--- config.mk ---
export PLATFORM = sky130hd
export DESIGN_NAME = lcd_col_slice
export DESIGN_NICKNAME = d
export VERILOG_FILES = /design/src/rtl/lcdcol_pkg.sv /design/src/rtl/lcdcol_fall_det.sv /design/src/rtl/lcdcol_token_ctl.sv /design/src/rtl/lcdcol_nibble_sr.sv /design/src/rtl/lcdcol_level_out.sv /design/src/rtl/lcd_col_slice.sv
export SDC_FILE = /design/constraint.sdc
export NUM_CORES = 1
export LEC_CHECK = 0
export BUFFER_PORTS_ARGS = -buffer_cell sky130_fd_sc_hd__buf_2
export CAP_MARGIN = 20
export CELL_PAD_IN_SITES_DETAIL_PLACEMENT = 1
export CELL_PAD_IN_SITES_GLOBAL_PLACEMENT = 2
export CORE_ASPECT_RATIO = 1.4
export CORE_MARGIN = 2
export CORE_UTILIZATION = 33
export DETAILED_ROUTE_END_ITERATION = 16
export PLACE_DENSITY = 0.81
export SETUP_SLACK_MARGIN = 0.1
export SLEW_MARGIN = 0
export SYNTH_ARGS = -nofsm -noshare
export SYNTH_HDL_FRONTEND = slang
export SYNTH_SLANG_ARGS = --single-unit
export TNS_END_PERCENT = 1
--- constraint.sdc ---
create_clock -name clk -period 3.1 [get_ports clk]
set_input_delay 0.62 -clock clk [delete_from_list [all_inputs] [get_ports clk]]
set_output_delay 0.62 -clock clk [all_outputs]
set_load 0.005 [all_outputs]
--- src/rtl/lcdcol_pkg.sv ---
// Shared types for the LCD column slice: per-column level code encoding.
// Assumes: codes are consumed by an external analog selector.
package lcdcol_pkg;
    typedef enum logic [1:0] {
        LVL_INNER_LO = 2'b00,
        LVL_INNER_HI = 2'b01,
        LVL_OUTER_LO = 2'b10,
        LVL_OUTER_HI = 2'b11
    } lvl_code_t;

    // Pick the drive level for one column from its pixel bit and the frame polarity.
    function automatic lvl_code_t make_code(input logic on, input logic pol);
        if (on) return pol ? LVL_OUTER_HI : LVL_OUTER_LO;
        else    return pol ? LVL_INNER_HI : LVL_INNER_LO;
    endfunction
endpackage

--- src/rtl/lcdcol_fall_det.sv ---
// Falling-edge finder for one strobe sampled on the system clock.
// Assumes: each strobe level lasts at least one clk cycle. The history bit resets
// low, so a strobe that is low when reset ends produces no edge.
module lcdcol_fall_det (
    input  logic clk,
    input  logic rst_n,
    input  logic sig_in,
    output logic fall
);
    logic prev;

    // Remember the strobe level from the previous cycle.
    always_ff @(posedge clk) begin
        if (!rst_n) prev <= 1'b0;
        else        prev <= sig_in;
    end

    assign fall = prev & ~sig_in;
endmodule

--- src/rtl/lcdcol_token_ctl.sv ---
// Chain token control: takes the token on an enable edge, counts the nibbles
// accepted, and hands the token on after the last stage is filled.
// Assumes: the line latch edge has priority and clears all token state.
module lcdcol_token_ctl #(
    parameter int STAGES = 16
) (
    input  logic clk,
    input  logic rst_n,
    input  logic en_fall,
    input  logic chain_in,
    input  logic shift_fall,
    input  logic latch_fall,
    output logic hold,
    output logic chain_out
);
    localparam int CNT_W = (STAGES > 1) ? $clog2(STAGES) : 1;
    localparam logic [CNT_W-1:0] LAST = CNT_W'(STAGES - 1);

    logic             armed;
    logic             full;
    logic [CNT_W-1:0] cnt;

    assign hold      = armed & ~full;
    assign chain_out = full;

    // Token capture, nibble counting and hand-off; the latch edge clears everything.
    always_ff @(posedge clk) begin
        if (!rst_n) begin
            armed <= 1'b0;
            full  <= 1'b0;
            cnt   <= '0;
        end else if (latch_fall) begin
            armed <= 1'b0;
            full  <= 1'b0;
            cnt   <= '0;
        end else begin
            if (en_fall && chain_in) armed <= 1'b1;
            if (hold && shift_fall) begin
                if (cnt == LAST) begin
                    full <= 1'b1;
                    cnt  <= '0;
                end else begin
                    cnt <= cnt + 1'b1;
                end
            end
        end
    end
endmodule

--- src/rtl/lcdcol_nibble_sr.sv ---
// Nibble-wide shift chain: new data enters the top stage and moves toward
// stage 0, so after STAGES shifts the first nibble sits in stage 0.
// Assumes: the caller shifts only while the slice holds the token.
module lcdcol_nibble_sr #(
    parameter int STAGES = 16,
    parameter int NIB_W  = 4
) (
    input  logic                      clk,
    input  logic                      rst_n,
    input  logic                      shift_en,
    input  logic [NIB_W-1:0]          nib,
    output logic [STAGES*NIB_W-1:0]   row
);
    logic [NIB_W-1:0] stage [STAGES];

    for (genvar i = 0; i < STAGES; i++) begin : g_stage
        logic [NIB_W-1:0] next_val;
        if (i == STAGES - 1) begin : g_top
            assign next_val = nib;
        end else begin : g_mid
            assign next_val = stage[i+1];
        end

        // Move one stage toward column 0 on each accepted shift.
        always_ff @(posedge clk) begin
            if (!rst_n)        stage[i] <= '0;
            else if (shift_en) stage[i] <= next_val;
        end

        assign row[i*NIB_W +: NIB_W] = stage[i];
    end
endmodule

--- src/rtl/lcdcol_level_out.sv ---
// Output latch and level-code selection for every column.
// Assumes: load is a single-cycle strobe; the frame polarity is captured with the row.
module lcdcol_level_out #(
    parameter int COLS = 64
) (
    input  logic              clk,
    input  logic              rst_n,
    input  logic              load,
    input  logic [COLS-1:0]   row,
    input  logic              frame_in,
    output logic [2*COLS-1:0] codes
);
    import lcdcol_pkg::*;

    logic [COLS-1:0] row_q;
    logic            pol_q;

    // Hold the displayed line and its polarity until the next latch edge.
    always_ff @(posedge clk) begin
        if (!rst_n) begin
            row_q <= '0;
            pol_q <= 1'b0;
        end else if (load) begin
            row_q <= row;
            pol_q <= frame_in;
        end
    end

    for (genvar c = 0; c < COLS; c++) begin : g_col
        assign codes[2*c +: 2] = make_code(row_q[c], pol_q);
    end
endmodule

--- src/rtl/lcd_col_slice.sv ---
// One cascadable LCD column slice. It finds the strobe edges, runs the token
// chain, shifts in nibbles and latches lines into per-column level codes.
// Assumes: shift and latch edges never fall in the same clk cycle.
module lcd_col_slice #(
    parameter int COLS  = 64,
    parameter int NIB_W = 4
) (
    input  logic              clk,
    input  logic              rst_n,
    input  logic              shift_clk,
    input  logic [NIB_W-1:0]  nib_in,
    input  logic              enable_clk,
    input  logic              chain_in,
    input  logic              line_latch,
    input  logic              frame_pol,
    output logic              chain_out,
    output logic [2*COLS-1:0] col_code
);
    localparam int STAGES = COLS / NIB_W;
    localparam int N_STB  = 3;

    logic [N_STB-1:0] strobes;
    logic [N_STB-1:0] falls;
    logic             shift_fall;
    logic             en_fall;
    logic             latch_fall;
    logic             hold;
    logic [COLS-1:0]  row;

    assign strobes = {line_latch, enable_clk, shift_clk};

    for (genvar s = 0; s < N_STB; s++) begin : g_edge
        lcdcol_fall_det u_fd (
            .clk    (clk),
            .rst_n  (rst_n),
            .sig_in (strobes[s]),
            .fall   (falls[s])
        );
    end

    assign shift_fall = falls[0];
    assign en_fall    = falls[1];
    assign latch_fall = falls[2];

    lcdcol_token_ctl #(.STAGES(STAGES)) u_tok (
        .clk        (clk),
        .rst_n      (rst_n),
        .en_fall    (en_fall),
        .chain_in   (chain_in),
        .shift_fall (shift_fall),
        .latch_fall (latch_fall),
        .hold       (hold),
        .chain_out  (chain_out)
    );

    lcdcol_nibble_sr #(.STAGES(STAGES), .NIB_W(NIB_W)) u_sr (
        .clk      (clk),
        .rst_n    (rst_n),
        .shift_en (hold & shift_fall),
        .nib      (nib_in),
        .row      (row)
    );

    lcdcol_level_out #(.COLS(COLS)) u_out (
        .clk      (clk),
        .rst_n    (rst_n),
        .load     (latch_fall),
        .row      (row),
        .frame_in (frame_pol),
        .codes    (col_code)
    );
endmodule

After elaboration in Yosys (flattened, before gate mapping)
Memory sizes are Yosys's and may differ from the RTL's. A register that Yosys moved wholly into a read port is not among the register bits.
Cells that the tools add are included.
Operators by class
  $add $sub $neg: 1
  $mul: 0
  divide/modulo/power cells: 0
  magnitude comparators: 0
  eq/ne operators: 1
  shift-type cells: 0
  multiplexer cells: 87
  bitwise logic cells: 26
  reductions and logical operators: 5
Operators with widths (number)
  $mux W2: 64
  $mux W4: 17
  $or A1 B1 Y1: 16
  $mux W1: 6
  $and A1 B1 Y1: 5
  $not A1 Y1: 5
  $add A4 B1 Y4 const B: 1
  $eq A4 B4 Y1 const B: 1
  $logic_and A1 B1 Y1: 2
  $reduce_and A2 Y1: 1
  $reduce_or A2 Y1: 1
  $logic_not A1 Y1: 1
Word-level totals
  register bits after elaboration: 74
  bits in latches: 0
  RAM bits: 64
  ROM bits: 0
  input port bits: 11
  output and inout bits: 129
  word-level logic and storage cells: 129
  memories: 1
Memories
  u_sr.stage: depth 16, bits a word 4, rd ports 16, clocked after Yosys merged registers in 1, write ports 16, RTL line lcdcol_nibble_sr.sv:14  | logic [NIB_W-1:0] stage [STAGES];

Longest topological paths before layout
  depth after elaboration: 7
  gate-level depth with buffers: 5
  gate-level depth less buffers: 4

Hierarchy
A second synthesis with hierarchy kept.
Unflattened totals
  cell total of the unflattened synthesis: 456
  area total of the unflattened synthesis: 5796.8 um^2
Modules (own cells, without submodules)
  lcdcol_level_out: times used 1, cells each 273, area each 2985.4 um^2, sequential area each 1301.2 um^2
  lcdcol_nibble_sr: times used 1, cells each 143, area each 2431.1 um^2, sequential area each 1921.8 um^2
  lcdcol_token_ctl: times used 1, cells each 30, area each 265.3 um^2, sequential area each 120.1 um^2
  lcdcol_fall_det: times used 3, cells each 3, area each 36.3 um^2, sequential area each 20.0 um^2
  lcd_col_slice: times used 1, cells each 1, area each 6.3 um^2, sequential area each 0.0 um^2

Least setup slack after synthesis
No wires, ideal clock.
  path type: input -> register
  start point: input rst_n
  end point: memory u_sr.stage[0][0] (enable)
  library setup time: 0.692 ns
  arrival time: 2.071 ns
  required time: 2.408 ns
  slack: 0.337 ns
  cell stages on the path: 3
  path buffers: 2
  cells stage by stage: buf_2 -> clkbuf_1 -> nand2_1
RTL lines
  from (decl): RTL line lcd_col_slice.sv:9  | input logic rst_n,
  to (decl): RTL line lcdcol_nibble_sr.sv:14

Final worst setup path
  start point: register u_out.pol_q
  end point: output col_code[32]
Between the ends
  word-level cells in the longest chain between the ends: 2
  elaborated cells on any way between the ends: 3
  classes of those cells: mux (3)
RTL lines
  from (decl): RTL line lcdcol_level_out.sv:16  | logic pol_q;
  from (signal assigned): RTL line lcdcol_level_out.sv:25  | pol_q <= frame_in;
  $mux W1: RTL line lcdcol_pkg.sv:13, lcdcol_pkg.sv:14
  $mux W2 *: RTL line lcdcol_pkg.sv:13  | if (on) return pol ? LVL_OUTER_HI : LVL_OUTER_LO;
  to (decl): RTL line lcd_col_slice.sv:17  | output logic [2*COLS-1:0] col_code
Mark *: on every way between the ends. The rest lies on a longest branch, timed or not.

==> results by group <==
Outcome
  – Status: complete, no violations

Drt
  – Iteration-0 DRC Markers: ~190
  – Wire per inst: 15.5 um
  – Vias: between 3,000 and 4,000
  – First drt pass iteration count: 4
  – Vias/cell: 4.63
  – # DRC: 0
  – Final wirelength: between 10,000 and 15,000 um
  – Antenna viol nets, final: 0

Finish
  – Layout area overhead: 17.7%
  – # diodes: 0
  – Most frequent cells in the layout: 138 x buf_2, 136 x nand2_1, 74 x dfxtp_1, 66 x a21boi_0
  – Most common cell after layout, fill and taps aside: buf_2
  – Fin util: 39.6%
  – Final net count: 604
  – Share of cells above drive strength 1: around 30%

STA
  – Final setup viols: 0
  – Slew @ Worst Pin: ~840 ps
  – Clock skew: 10.1 ps
  – Endpoints failing hold: 0
  – Final period demand of the worst path: 1910 ps
  – Unrepaired setup endpoints after global routing: no
  – Setup TNS Final: 0 ps
  – Ratio of final minimum period to clock period: about three fifths
  – Max-slew headroom: 44.0%
  – FMAX: 0.524 GHz
  – Final-report max-slew violation count: 0

Worst setup path
  – CP cell instances: buf_4, buf_2
  – Worst path max stage delay: 370 ps
  – Slowest CP cell: buf_4
  – Worst path required time: 2480 ps
  – Crit path depth: 2
  – Reg2reg start: u_tok.chain_out
  – Cell family with most CP delay: buffers and inverters
  – Worst reg2reg path depth: 3
  – Worst setup SP type: flop
  – Flop-to-flop setup slack: about 1200 ps
  – CP Capture Point: col_code[32]
  – Worst R2R End: u_sr.stage[9][1]
  – CP Buf/Inv Count: 2
  – Arrival @ worst endpoint: 1290 ps
  – Type of the worst setup path: reg2out
  – Worst Setup End Kind: output pin
  – CP startpoint: u_out.pol_q
  – Crit Path Max Fanout: 65

Pwr
  – Leak: 2.99 nW
  – Power Dens Cells: 629 nW/um^2
  – VDD IR-drop max: 0.294 mV
  – PnR Total Power: between 4 and 5 mW

Die
  – Initial Utilization: about a third
  – Core Box Area: 16,700 sq um
  – Chip width: 114 um
  – Full die area: 18,100 sq um
  – Die Y: 158 um
  – Io pins: 140
  – Row count: between 50 and 60

Synthesis
  – Post-Synthesis Cells: around 530
  – Syn avg cell area: 10.7 sq um
  – Post-synth cell types: 24
  – Asr flop ratio synth: 0%
  – Post-synth EDFFs: 64
  – Seq cells post-synth: between 100 and 150
  – Mapped cell area: roughly 5600 sq um
  – Yosys Warn Count: 0
  – Sequential element share of the synthesized area: about three fifths
  – Post-Syn Nets: 538
  – Top FF cell, synth: dfxtp_1

CTS
  – CTS tree: built
  – CTS resizes: 0
  – Worst-skew pair later-pin latency: 420 ps
  – CTS Buf Count: 17
  – H-tree depth: 4
  – CTS root buffer: clkbuf_16
  – Cts hold-fix bufs: 0
  – Worst-path clk slew: 60 ps
  – Clk sinks: 138
  – Postcts setup bufs: 0
  – Clock tree buffer depth: 2

Placement
  – DP Wirelength: slightly above 8000 um
  – GPL Wtd Cong: 0.707
  – PortBufs: 139

Global route
  – Tot GR Track Use: 14.1%
  – Largest net degree at the start of global routing: 68
  – Grt total ovfl: 0
  – First-pass GRT wire length: 19,500 um
  – Initial antenna violation count: 0
  – Vias in the first global route: 3,774

Hold path
  – Type of the worst min-delay path: in2reg

Job
  – Total of max-cap violations: 0
registers in the layout, summed over array words and instances, names as in the netlist:
signal,count
u_out.row_q,64
u_sr.stage,64
u_tok.cnt,4
g_edge.u_fd.prev,3
u_out.pol_q,1
u_tok.armed,1
u_tok.chain_out,1
cell usage after synthesis (2+ instances only):
| cell | instances | area (sq um) |
|---|---|---|
| a31oi_1 | 2 | 12.5 |
| clkbuf_1 | 21 | 78.8 |
| nor2_1 | 2 | 7.51 |
| and2_1 | 3 | 18.8 |
| nand2_1 | 137 | 514 |
| and3_1 | 64 | 400 |
| buf_2 | 12 | 60.1 |
| edfxtp_1 | 64 | 1920 |
| a21boi_0 | 66 | 495 |
| dfxtp_1 | 74 | 1480 |
| a21oi_1 | 3 | 15.0 |
| a41oi_1 | 2 | 17.5 |
| inv_1 | 2 | 7.51 |
| buf_4 | 64 | 480 |
per-stage QoR:
step	setup slack [ps]	hold slack (ps)	std cells	cell area, sq um
finish	1190	432	808	6600
global route	1070	420	808	6600
CTS	1150	409	808	6600
detailed placement	813	458	776	6000
global placement	900	454	776	6000
floorplan	337	451	526	5600
how the worst min path moves through the flow:
| stage | from | end | cells after the start |
|---|---|---|---|
| 5_1_grt | shift_clk | g_edge[0].u_fd.prev | 2 |
| 6_report | enable_clk | g_edge[1].u_fd.prev | 2 |
| 2_1_floorplan | g_edge[1].u_fd.prev | u_tok.armed | 2 |
| 4_1_cts | enable_clk | g_edge[1].u_fd.prev | 2 |
| 3_3_place_gp | u_out.row_q[17] | u_out.row_q[17] | 2 |
| 3_5_place_dp | u_out.row_q[0] | u_out.row_q[0] | 2 |
cells by family after synthesis:
group / count (synthesis) / share of synthesized area [%]
AO/OA/AOI/OAI: 75 / 10.0
adder cells (fa/ha/maj): 1 / 0.223
buffers and inverters: 101 / 11.5
flip-flops: 138 / 60.7
AND/OR/NAND/NOR: 211 / 17.6
where the power goes:
group | internal, mW | leakage [nW] | switching [mW]
logic | 0.0637 | 1.44 | 0.103
registers | 1.96 | 1.26 | 0.0303
clock network | 1.24 | 0.294 | 0.756
total | 3.26 | 2.99 | 0.889
layout make-up:
cell class | instances | area [sq um]
clock inverters | 9 | 83.8
clock buffers | 23 | 510
flip-flops and latches | 138 | 3400
multi-input cells | 287 | 1570
well taps | 203 | 254
repair buffers | 146 | 763
inverters | 2 | 7.51
fillers | 1882 | 10100
layer usage:
layer  track usage [%]  part of all wire, %
met1              15.7                   42
met2              24.8                   52
met3              4.13                  3.7
met4              5.98                  1.8
met5                 0                    0
No activity file was read; power rests on OpenSTA's default activity.
